### config.mk
export PLATFORM = sky130hd
export DESIGN_NAME = tbrtc_timer
export DESIGN_NICKNAME = d
export VERILOG_FILES = /design/src/rtl/tbrtc_pkg.sv /design/src/rtl/tbrtc_rst_sync.sv /design/src/rtl/tbrtc_prescaler.sv /design/src/rtl/tbrtc_tap.sv /design/src/rtl/tbrtc_flag.sv /design/src/rtl/tbrtc_timer.sv
export SDC_FILE = /design/constraint.sdc
export NUM_CORES = 1
export LEC_CHECK = 0
export BUFFER_PORTS_ARGS = -buffer_cell sky130_fd_sc_hd__clkbuf_2
export CAP_MARGIN = 20
export CORE_ASPECT_RATIO = 1.75
export CORE_UTILIZATION = 40
export CTS_BUF_LIST = sky130_fd_sc_hd__clkbuf_8 sky130_fd_sc_hd__clkbuf_16
export DETAILED_ROUTE_END_ITERATION = 12
export HOLD_SLACK_MARGIN = 0.03
export SLEW_MARGIN = 20
export SYNTH_ARGS = -nofsm -noshare
export SYNTH_HDL_FRONTEND = slang
export SYNTH_SLANG_ARGS = --single-unit
### constraint.sdc
create_clock -name clk -period 0.8 [get_ports clk]
set_clock_uncertainty 0.1 [all_clocks]
set_input_delay 0.04 -clock clk [delete_from_list [all_inputs] [get_ports clk]]
set_output_delay 0.04 -clock clk [all_outputs]
set_load 0.01 [all_outputs]
### src/rtl/tbrtc_pkg.sv
package tbrtc_pkg;
  localparam int unsigned CNT_W   = 15;  // longest divisor is 2^15
  localparam int unsigned RT_BASE = 8;   // rt_sel 0 -> 2^8
  localparam int unsigned TB_BASE = 12;  // TB_SEL 0 -> 2^12
  localparam int unsigned FLAG_W  = 8;   // interrupt control word width
  localparam int unsigned TB_BIT  = 5;   // time-base flag position
  localparam int unsigned RTC_BIT = 6;   // real-time-clock flag position

  // True when counter value v has just made bit k-1 rise,
  // i.e. its low k bits equal 2^(k-1).
  function automatic logic tap_hit(input logic [CNT_W-1:0] v, input int unsigned k);
    logic [CNT_W-1:0] msk;
    logic [CNT_W-1:0] hit;
    msk = CNT_W'((32'd1 << k) - 32'd1);
    hit = CNT_W'(32'd1 << (k - 1));
    return (v & msk) == hit;
  endfunction
endpackage

### src/rtl/tbrtc_rst_sync.sv
module tbrtc_rst_sync (
  input  logic clk,
  input  logic rst_n,
  output logic rst_sync_n
);
  logic [1:0] sync_q;

  always_ff @(posedge clk or negedge rst_n) begin
    if (!rst_n) sync_q <= 2'b00;
    else        sync_q <= {sync_q[0], 1'b1};
  end

  assign rst_sync_n = sync_q[1];
endmodule

### src/rtl/tbrtc_prescaler.sv
module tbrtc_prescaler import tbrtc_pkg::*; (
  input  logic             clk,
  input  logic             rst_n,
  output logic [CNT_W-1:0] cnt_nxt
);
  logic [CNT_W-1:0] cnt_q;
  logic [CNT_W-1:0] cnt_d;

  always_comb begin
    cnt_d = cnt_q + CNT_W'(1);
  end

  always_ff @(posedge clk or negedge rst_n) begin
    if (!rst_n) cnt_q <= '0;
    else        cnt_q <= cnt_d;
  end

  assign cnt_nxt = cnt_d;
endmodule

### src/rtl/tbrtc_tap.sv
module tbrtc_tap import tbrtc_pkg::*; #(
  parameter int unsigned SEL_W   = 3,
  parameter bit          RUNTIME = 1'b0,
  parameter int unsigned BASE_K  = 8
) (
  input  logic             clk,
  input  logic             rst_n,
  input  logic [CNT_W-1:0] cnt_nxt,
  input  logic [SEL_W-1:0] sel,
  output logic             tick
);
  logic hit_d;
  logic tick_q;

  generate
    if (RUNTIME) begin : g_runtime
      always_comb begin
        hit_d = tap_hit(cnt_nxt, BASE_K + int'(sel));
      end
    end else begin : g_fixed
      logic sel_unused;
      assign sel_unused = ^sel;
      always_comb begin
        hit_d = tap_hit(cnt_nxt, BASE_K);
      end
    end
  endgenerate

  always_ff @(posedge clk or negedge rst_n) begin
    if (!rst_n) tick_q <= 1'b0;
    else        tick_q <= hit_d;
  end

  assign tick = tick_q;
endmodule

### src/rtl/tbrtc_flag.sv
module tbrtc_flag (
  input  logic clk,
  input  logic rst_n,
  input  logic set_i,
  input  logic clr_i,
  output logic pend_o
);
  logic pend_q;
  logic pend_d;

  always_comb begin
    pend_d = set_i | (pend_q & ~clr_i);  // set has priority
  end

  always_ff @(posedge clk or negedge rst_n) begin
    if (!rst_n) pend_q <= 1'b0;
    else        pend_q <= pend_d;
  end

  assign pend_o = pend_q;
endmodule

### src/rtl/tbrtc_timer.sv
module tbrtc_timer import tbrtc_pkg::*; #(
  parameter int unsigned TB_SEL = 0,
  parameter int unsigned SEL_W  = 3
) (
  input  logic              clk,
  input  logic              rst_n,
  input  logic              core_halt,
  input  logic [SEL_W-1:0]  rt_sel,
  input  logic              clr_stb,
  input  logic [FLAG_W-1:0] clr_data,
  output logic              tb_tick,
  output logic              rtc_tick,
  output logic              tb_pend,
  output logic              rtc_pend
);
  localparam int unsigned TB_K  = TB_BASE + TB_SEL;
  localparam int unsigned N_SRC = 2;

  logic             rst_i_n;
  logic [CNT_W-1:0] cnt_nxt;
  logic [N_SRC-1:0] set_v;
  logic [N_SRC-1:0] clr_v;
  logic [N_SRC-1:0] pend_v;
  logic             halt_unused;

  // The divider is not gated by the halt input.
  assign halt_unused = core_halt ^ (^clr_data);

  tbrtc_rst_sync u_rst (
    .clk        (clk),
    .rst_n      (rst_n),
    .rst_sync_n (rst_i_n)
  );

  tbrtc_prescaler u_pre (
    .clk     (clk),
    .rst_n   (rst_i_n),
    .cnt_nxt (cnt_nxt)
  );

  tbrtc_tap #(.SEL_W(SEL_W), .RUNTIME(1'b0), .BASE_K(TB_K)) u_tb_tap (
    .clk     (clk),
    .rst_n   (rst_i_n),
    .cnt_nxt (cnt_nxt),
    .sel     ('0),
    .tick    (tb_tick)
  );

  tbrtc_tap #(.SEL_W(SEL_W), .RUNTIME(1'b1), .BASE_K(RT_BASE)) u_rtc_tap (
    .clk     (clk),
    .rst_n   (rst_i_n),
    .cnt_nxt (cnt_nxt),
    .sel     (rt_sel),
    .tick    (rtc_tick)
  );

  // The flags share the edge with the tick registers, so each flag
  // is set from the same hit that sets its tick.
  logic tb_hit_d;
  logic rtc_hit_d;
  always_comb begin
    tb_hit_d  = tap_hit(cnt_nxt, TB_K);
    rtc_hit_d = tap_hit(cnt_nxt, RT_BASE + int'(rt_sel));
    set_v     = {rtc_hit_d, tb_hit_d};
    clr_v     = {clr_stb & clr_data[RTC_BIT], clr_stb & clr_data[TB_BIT]};
  end

  generate
    for (genvar g = 0; g < N_SRC; g++) begin : g_flag
      tbrtc_flag u_flag (
        .clk    (clk),
        .rst_n  (rst_i_n),
        .set_i  (set_v[g]),
        .clr_i  (clr_v[g]),
        .pend_o (pend_v[g])
      );
    end
  endgenerate

  assign tb_pend  = pend_v[0];
  assign rtc_pend = pend_v[1];
endmodule

# After elaboration in Yosys (flattened, before gate mapping)
# Index checks and enable logic that the tools add are counted.
[totals]
register_bits = 21
wordCells = 23
[classes]
add_sub_neg = 4
eq_ne = 2
n_shift = 2
n_bitwise = 9
[ops]
columns = ["op", "count"]
rows = [
  ["left shift 1 x 32 -> 15 bit, first input constant", 1],
  ["adder 15 x 1 -> 15 bit, second input constant", 1],
  ["AND 15 bit", 1],
  ["equality test 15 bit", 1],
  ["left shift 1 x 5 -> 15 bit, first input constant", 1],
  ["subtractor 15 x 1 -> 15 bit, second input constant", 1],
  ["equality test 12 bit, second input constant", 1],
  ["subtractor 5 x 1 -> 6 bit, second input constant", 1],
  ["adder 4 x 3 -> 5 bit, first input constant", 1],
  ["AND 1 bit", 4],
  ["NOT 1 bit", 2],
  ["OR 1 bit", 2],
]

# Longest topological paths before layout
[depth]
ltp_word = 6
depth_mapped = 8
mapped_depth_nobuf = 7

# Modules after synthesis
# From an unflattened synthesis, not the netlist that was laid out.
[hier_totals]
cells_unflattened = 123
area_unflattened_um2 = 1227.4
[modules_own_cells]
columns = ["module", "n_inst", "cells_per_inst", "area_per_inst_um2"]
rows = [
  ["tbrtc_prescaler", 1, 56, 651.9],
  ["tbrtc_timer", 1, 30, 219.0],
  ["tbrtc_tap (u_rtc_tap)", 1, 23, 177.7],
  ["tbrtc_flag", 2, 3, 36.3],
  ["tbrtc_rst_sync", 1, 3, 53.8],
  ["tbrtc_tap (u_tb_tap)", 1, 5, 52.6],
]

# Worst setup path after synthesis
# OpenSTA, ideal clock, no wires.
[synth_path]
kind = "register to register"
start = "register u_pre.cnt_q[0]"
end = "register g_flag[1].u_flag.pend_q"
setup_ns = 0.092
t_arrival_ns = 2.019
setup_slack_ns = -1.411
path_stages_with_launch = 9
path_buffers = 1
synth_period_minus_slack_ns = 2.211
path_cell_list = "dfrtp_1 -> ha_1 -> buf_2 -> inv_1 -> nor4_2 -> nor3_1 -> a2111oi_0 -> o2111ai_1 -> o31ai_2"
[synth_between]
elab_chain_len = 4
[synth_lines]
columns = ["element", "line", "text"]
rows = [
  ["start, declared", "tbrtc_prescaler.sv:6", "logic [CNT_W-1:0] cnt_q;"],
  ["start signal, assigned", "tbrtc_prescaler.sv:15", "else cnt_q <= cnt_d;"],
  ["adder 15 x 1 -> 15 bit", "tbrtc_prescaler.sv:10", "cnt_d = cnt_q + CNT_W'(1);"],
  ["AND 15 bit", "n/a", ""],
  ["equality test 15 bit", "n/a", ""],
  ["OR 1 bit", "tbrtc_flag.sv:12", "pend_d = set_i | (pend_q & ~clr_i);"],
  ["via g_flag[1].u_flag.pend_d", "tbrtc_flag.sv:9", "logic pend_d;"],
  ["end signal, assigned", "tbrtc_flag.sv:17", "else pend_q <= pend_d;"],
  ["end, declared", "tbrtc_flag.sv:8", "logic pend_q;"],
]
# The timed path passes the listed nets, and every way through them passes these cells.

# Worst setup path after layout
[layout_path]
start = "register u_pre.cnt_q[5]"
end = "register g_flag[1].u_flag.pend_q"
[layout_between]
elab_chain_len = 4
[layout_lines]
columns = ["element", "line", "text"]
rows = [
  ["adder 15 x 1 -> 15 bit", "tbrtc_prescaler.sv:10", ""],
  ["via cnt_nxt[13]", "tbrtc_timer.sv:20", "logic [CNT_W-1:0] cnt_nxt;"],
  ["AND 15 bit", "n/a", ""],
  ["equality test 15 bit", "n/a", ""],
  ["OR 1 bit", "tbrtc_flag.sv:12", ""],
  ["via g_flag[1].u_flag.pend_d", "tbrtc_flag.sv:9", ""],
]
# The timed path passes the listed nets, and every way through them passes these cells.

==> key figures <==
Global routing
  – Global-route wire length before repair: 5278 um
  – Largest net degree at the start of global routing: 20
  – GRT Total Usage: between 20 and 25%
  – Vias in the first global route: between 1,000 and 1,500
  – Initial antenna violation count: 0
  – GR Overflow Total: 0

Placed design
  – Area after DPL: around 1700 um2
  – Port bufs: 11
  – Post-placement setup slack: -1.441 ns
  – RePlAce Congestion: 0.8857
  – Detail Placement HPWL: about 2500 um
  – Dpl cells: ~190

Worst setup path
  – Critical path type: reg2reg
  – End of the worst register-to-register path: g_flag[1].u_flag.pend_o
  – WP data required: around 0.88 ns
  – Chain of cells forming the critical path: buf_6 -> nand4_4 -> buf_6 -> nor4_4 -> xor2_2 -> mux2i_1 -> o311a_1 -> o31ai_2
  – CP dominant cell by count: buf_6
  – Top cell family by delay on the critical path: compound AO/OA/AOI/OAI gates
  – Reg2Reg Depth: 8
  – Reg2reg start: u_pre.cnt_q[5]
  – Reg2Reg Setup Slack: -1.32 ns
  – Critical Path End Type: flop
  – CP max-delay cell: dfrtp_1
  – Largest fanout on the critical path: 6
  – Crit path DAT: ~2.2 ns
  – Worst setup SP type: flop
  – Crit-path max cell delay: just over 0.4 ns
  – Critical path buffer and inverter count: 2

Cells and area
  – Design Area, Final: a little under 2000 um2
  – Layout area overhead: 59.26%
  – N_diodes: 0
  – Layout cells sized above 1: 58.01%
  – Final non-filler cell total: around 210
  – Nets: about 200

Timing
  – Final count of negative-setup-slack endpoints: 23
  – Final hold vios: 4
  – Setup ws final: -1.318 ns
  – Min cycle time layout: 2.118 ns
  – Final Max Slew Viols: 0
  – Final period util: 264.8%
  – Setup repair after global routing missed its margin: true
  – Fmax: around 0.47 GHz
  – WHS: -0.05632 ns

Route
  – Post-Route WL: 3403 um
  – Vias after detailed routing: around 1,200
  – Initial DRC count: 24
  – M1 WL: around 1200 um
  – TritonRoute pass-1 iters: 4
  – WL/cell: around 16 um
  – DRC violation count after routing: 0
  – Routed wl met2: 1947 um
  – Routed Antenna Nets: 0
  – Via/cell ratio: roughly 5.7
  – Routed length on met3: between 60 and 70 um
  – Top Layer Used: met4

Hold path
  – Hold path start: clr_data[5]
  – Hold crit path type: in2reg
  – Hold path depth: 3
  – Hold Path Sink: g_flag[0].u_flag.pend_o

Pwr
  – Clock share of power: between 30% and 40%
  – Sequential Power Share: 56.6%
  – Net Switching: 0.0004106 W
  – Comb pwr share: about 7.0%
  – Pwr dens: 968.8 nW/um2
  – Internal power: 0.001476 W
  – Leakage Power: between 0.9 and 1 nW
  – Total power: 0.001886 W
  – Sw frac: about 22%
  – IR drop worst, VDD: between 0.9 and 1 mV

Synthesis
  – Post-synth top area share: 42.99%
  – Syn Nets: 132
  – Sequential fraction of the synthesis area: 42.99%
  – Post-synthesis cell type with the largest combined area: dfrtp_1
  – Synth area leaders: dfrtp_1 43%, xnor2_1 5.7%, nand4_4 3.5%
  – Synthesis Warnings: 0
  – Compound-Gate Fraction of Synth Area: about a tenth
  – Simple-gate share of the synthesized area: a little over a quarter
  – Number of flops mapped to enable cells by yosys: 0
  – Area of the mapped netlist: between 1000 and 1500 um2
  – Post-synthesis adder-cell area fraction: between 2 and 2.5%
  – Register bit total from synthesis: 21
  – Synthesized area per cell: between 10 and 15 um2
  – Synth Flop Type: dfrtp_1
  – Synth async-reset ratio: between 90% and 100%
  – Synth Area in XOR/XNOR: roughly 9.2%
  – Netlist cell types: 40
  – Largest family of logic cells by synthesized area: simple AND/OR/NAND/NOR gates
  – Multiplexer share of the synthesized area: between 2 and 2.5%
  – Post-Syn Instances: 115

Clocking
  – Skew-Pair Late Insertion Delay: 0.26 ns
  – Max clock buf depth: 2
  – H-tree depth: 1
  – CTS Buf Count: 3
  – Root Driver: clkbuf_8
  – CTS tree: yes
  – Num Clock Sinks: 21
  – Clk slew on worst S/H paths: ~0.080 ns
  – Cts hold-fix bufs: 2

Floorplan
  – Standard-cell row count: 26
  – Initial core utilization: a little over two fifths
  – Core Box Area: roughly 3000 um2
  – Top Ports: 19
  – Die Wd: about 44 um
  – Die height: between 70 and 80 um
  – Die footprint: roughly 3300 um2

Flow run
  – Max-cap violations: 0

Run status
  – Status: complete, but fails checks
  – Violated checks: negative hold slack, negative setup slack
power groups by stage:
| stage | clock, W | combinational (W) | sequential (W) |
|---|---|---|---|
| 2_1_floorplan | 0 | 0.0000435 | 0.00110 |
| 3_3_place_gp | 0 | 0.000118 | 0.00109 |
| 3_5_place_dp | 0 | 0.000120 | 0.00109 |
| 4_1_cts | 0.000706 | 0.000130 | 0.00107 |
| 5_1_grt | 0.000758 | 0.000146 | 0.00107 |
| 6_report | 0.000686 | 0.000132 | 0.00107 |
sequential cells by signal, summed over array words and instances (netlist names):
| name | cells |
|---|---|
| g_flag.u_flag.pend_o | 2 |
| u_pre.cnt_q | 15 |
| u_rst.sync_q | 2 |
| u_rtc_tap.tick | 1 |
| u_tb_tap.tick | 1 |
cell usage after synthesis, types with 4 or more instances:
cell / count
dfrtp_1: 21
nand2_1: 9
xnor2_1: 8
inv_1: 7
nand4_1: 5
nor2_1: 5
buf_2: 4
nand3_1: 4
nor3_1: 4
nor4_1: 4
repair_timing:
item	4_1_cts	5_1_grt
pin swaps	9	9
buffers inserted	6	10
gates resized for setup	20	16
endpoints found under the setup margin	23	23
hold endpoints to repair	4	4
per-layer routing:
layer | vias to the layer above | track usage (%)
met5 | - | 0
met4 | 0 | 18.75
li1 | 551 | -
met2 | 31 | 41.46
met3 | 21 | 4.556
met1 | 592 | 20.06
cell usage in the layout, fill, tap and decap left out, types with 2 or more instances in the layout:
cell and instances:
nand3_2 2, a31oi_1 2, inv_1 5, xor2_1 2, mux2i_1 3, clkbuf_2 10, xnor2_1 5, nor4_4 3
dlygate4sd3_1 2, dfrtp_2 5, clkbuf_8 3, xnor2_2 3, nand2_1 8, a2111oi_1 2, nand4_1 5, nor3_1 3
inv_2 2, and4_4 2, nand3_1 2, buf_4 44, nand4_4 2, buf_6 11, nor4_1 3, nor2_1 4
nor4_2 2, a21oi_1 2, dfrtp_1 16
logic make-up after synthesis:
group | count (synthesis)
buf+inv | 13
xor+xnor | 12
fa+ha+maj | 2
other cells | 1
compound gates | 15
simple gates | 48
flops | 21
mux | 3
worst register-to-register path, cell delays in order, from the launching register on:
cell	delay (ns)
dfrtp_1	0.41
buf_6	0.12
nand4_4	0.15
buf_6	0.18
nor4_4	0.18
xor2_2	0.21
mux2i_1	0.10
o311a_1	0.34
o31ai_2	0.24
worst max path at each step:
stage	slack, ns	depth (start not counted)	start	to
after global placement	-1.33	6	u_pre.cnt_q[3]	u_rtc_tap.tick
final	-1.32	8	u_pre.cnt_q[5]	g_flag[1].u_flag.pend_o
after detailed placement	-1.44	6	u_pre.cnt_q[3]	u_rtc_tap.tick
after CTS	-1.33	8	u_pre.cnt_q[5]	g_flag[1].u_flag.pend_o
after floorplan	-1.24	8	u_pre.cnt_q[2]	g_flag[1].u_flag.pend_o
after global routing	-1.47	8	u_pre.cnt_q[5]	g_flag[1].u_flag.pend_o
stage by stage:
| stage | setup TNS, ns | hold WS, ns | utilization [%] |
|---|---|---|---|
| 4_1_cts | -13.58 | -0.05830 | 63.46 |
| 5_1_grt | -15.54 | -0.03989 | 66.50 |
| 2_1_floorplan | -10.49 | -0.3556 | - |
| 3_3_place_gp | -12.46 | -0.2753 | 57.05 |
| 3_5_place_dp | -13.04 | -0.2737 | 57.05 |
| 6_report | -13.86 | -0.05632 | 66.50 |
final cells by class:
| type | instances | area [um2] |
|---|---|---|
| clock buffer | 3 | 41.29 |
| clock inverter | 1 | 3.754 |
| fill | 220 | 980.9 |
| inverter | 7 | 31.28 |
| multi-input combinational | 81 | 759.5 |
| sequential | 21 | 531.8 |
| tap | 28 | 35.03 |
| timing repair buffer | 68 | 544.3 |
Power figures use the tool's default switching activity.
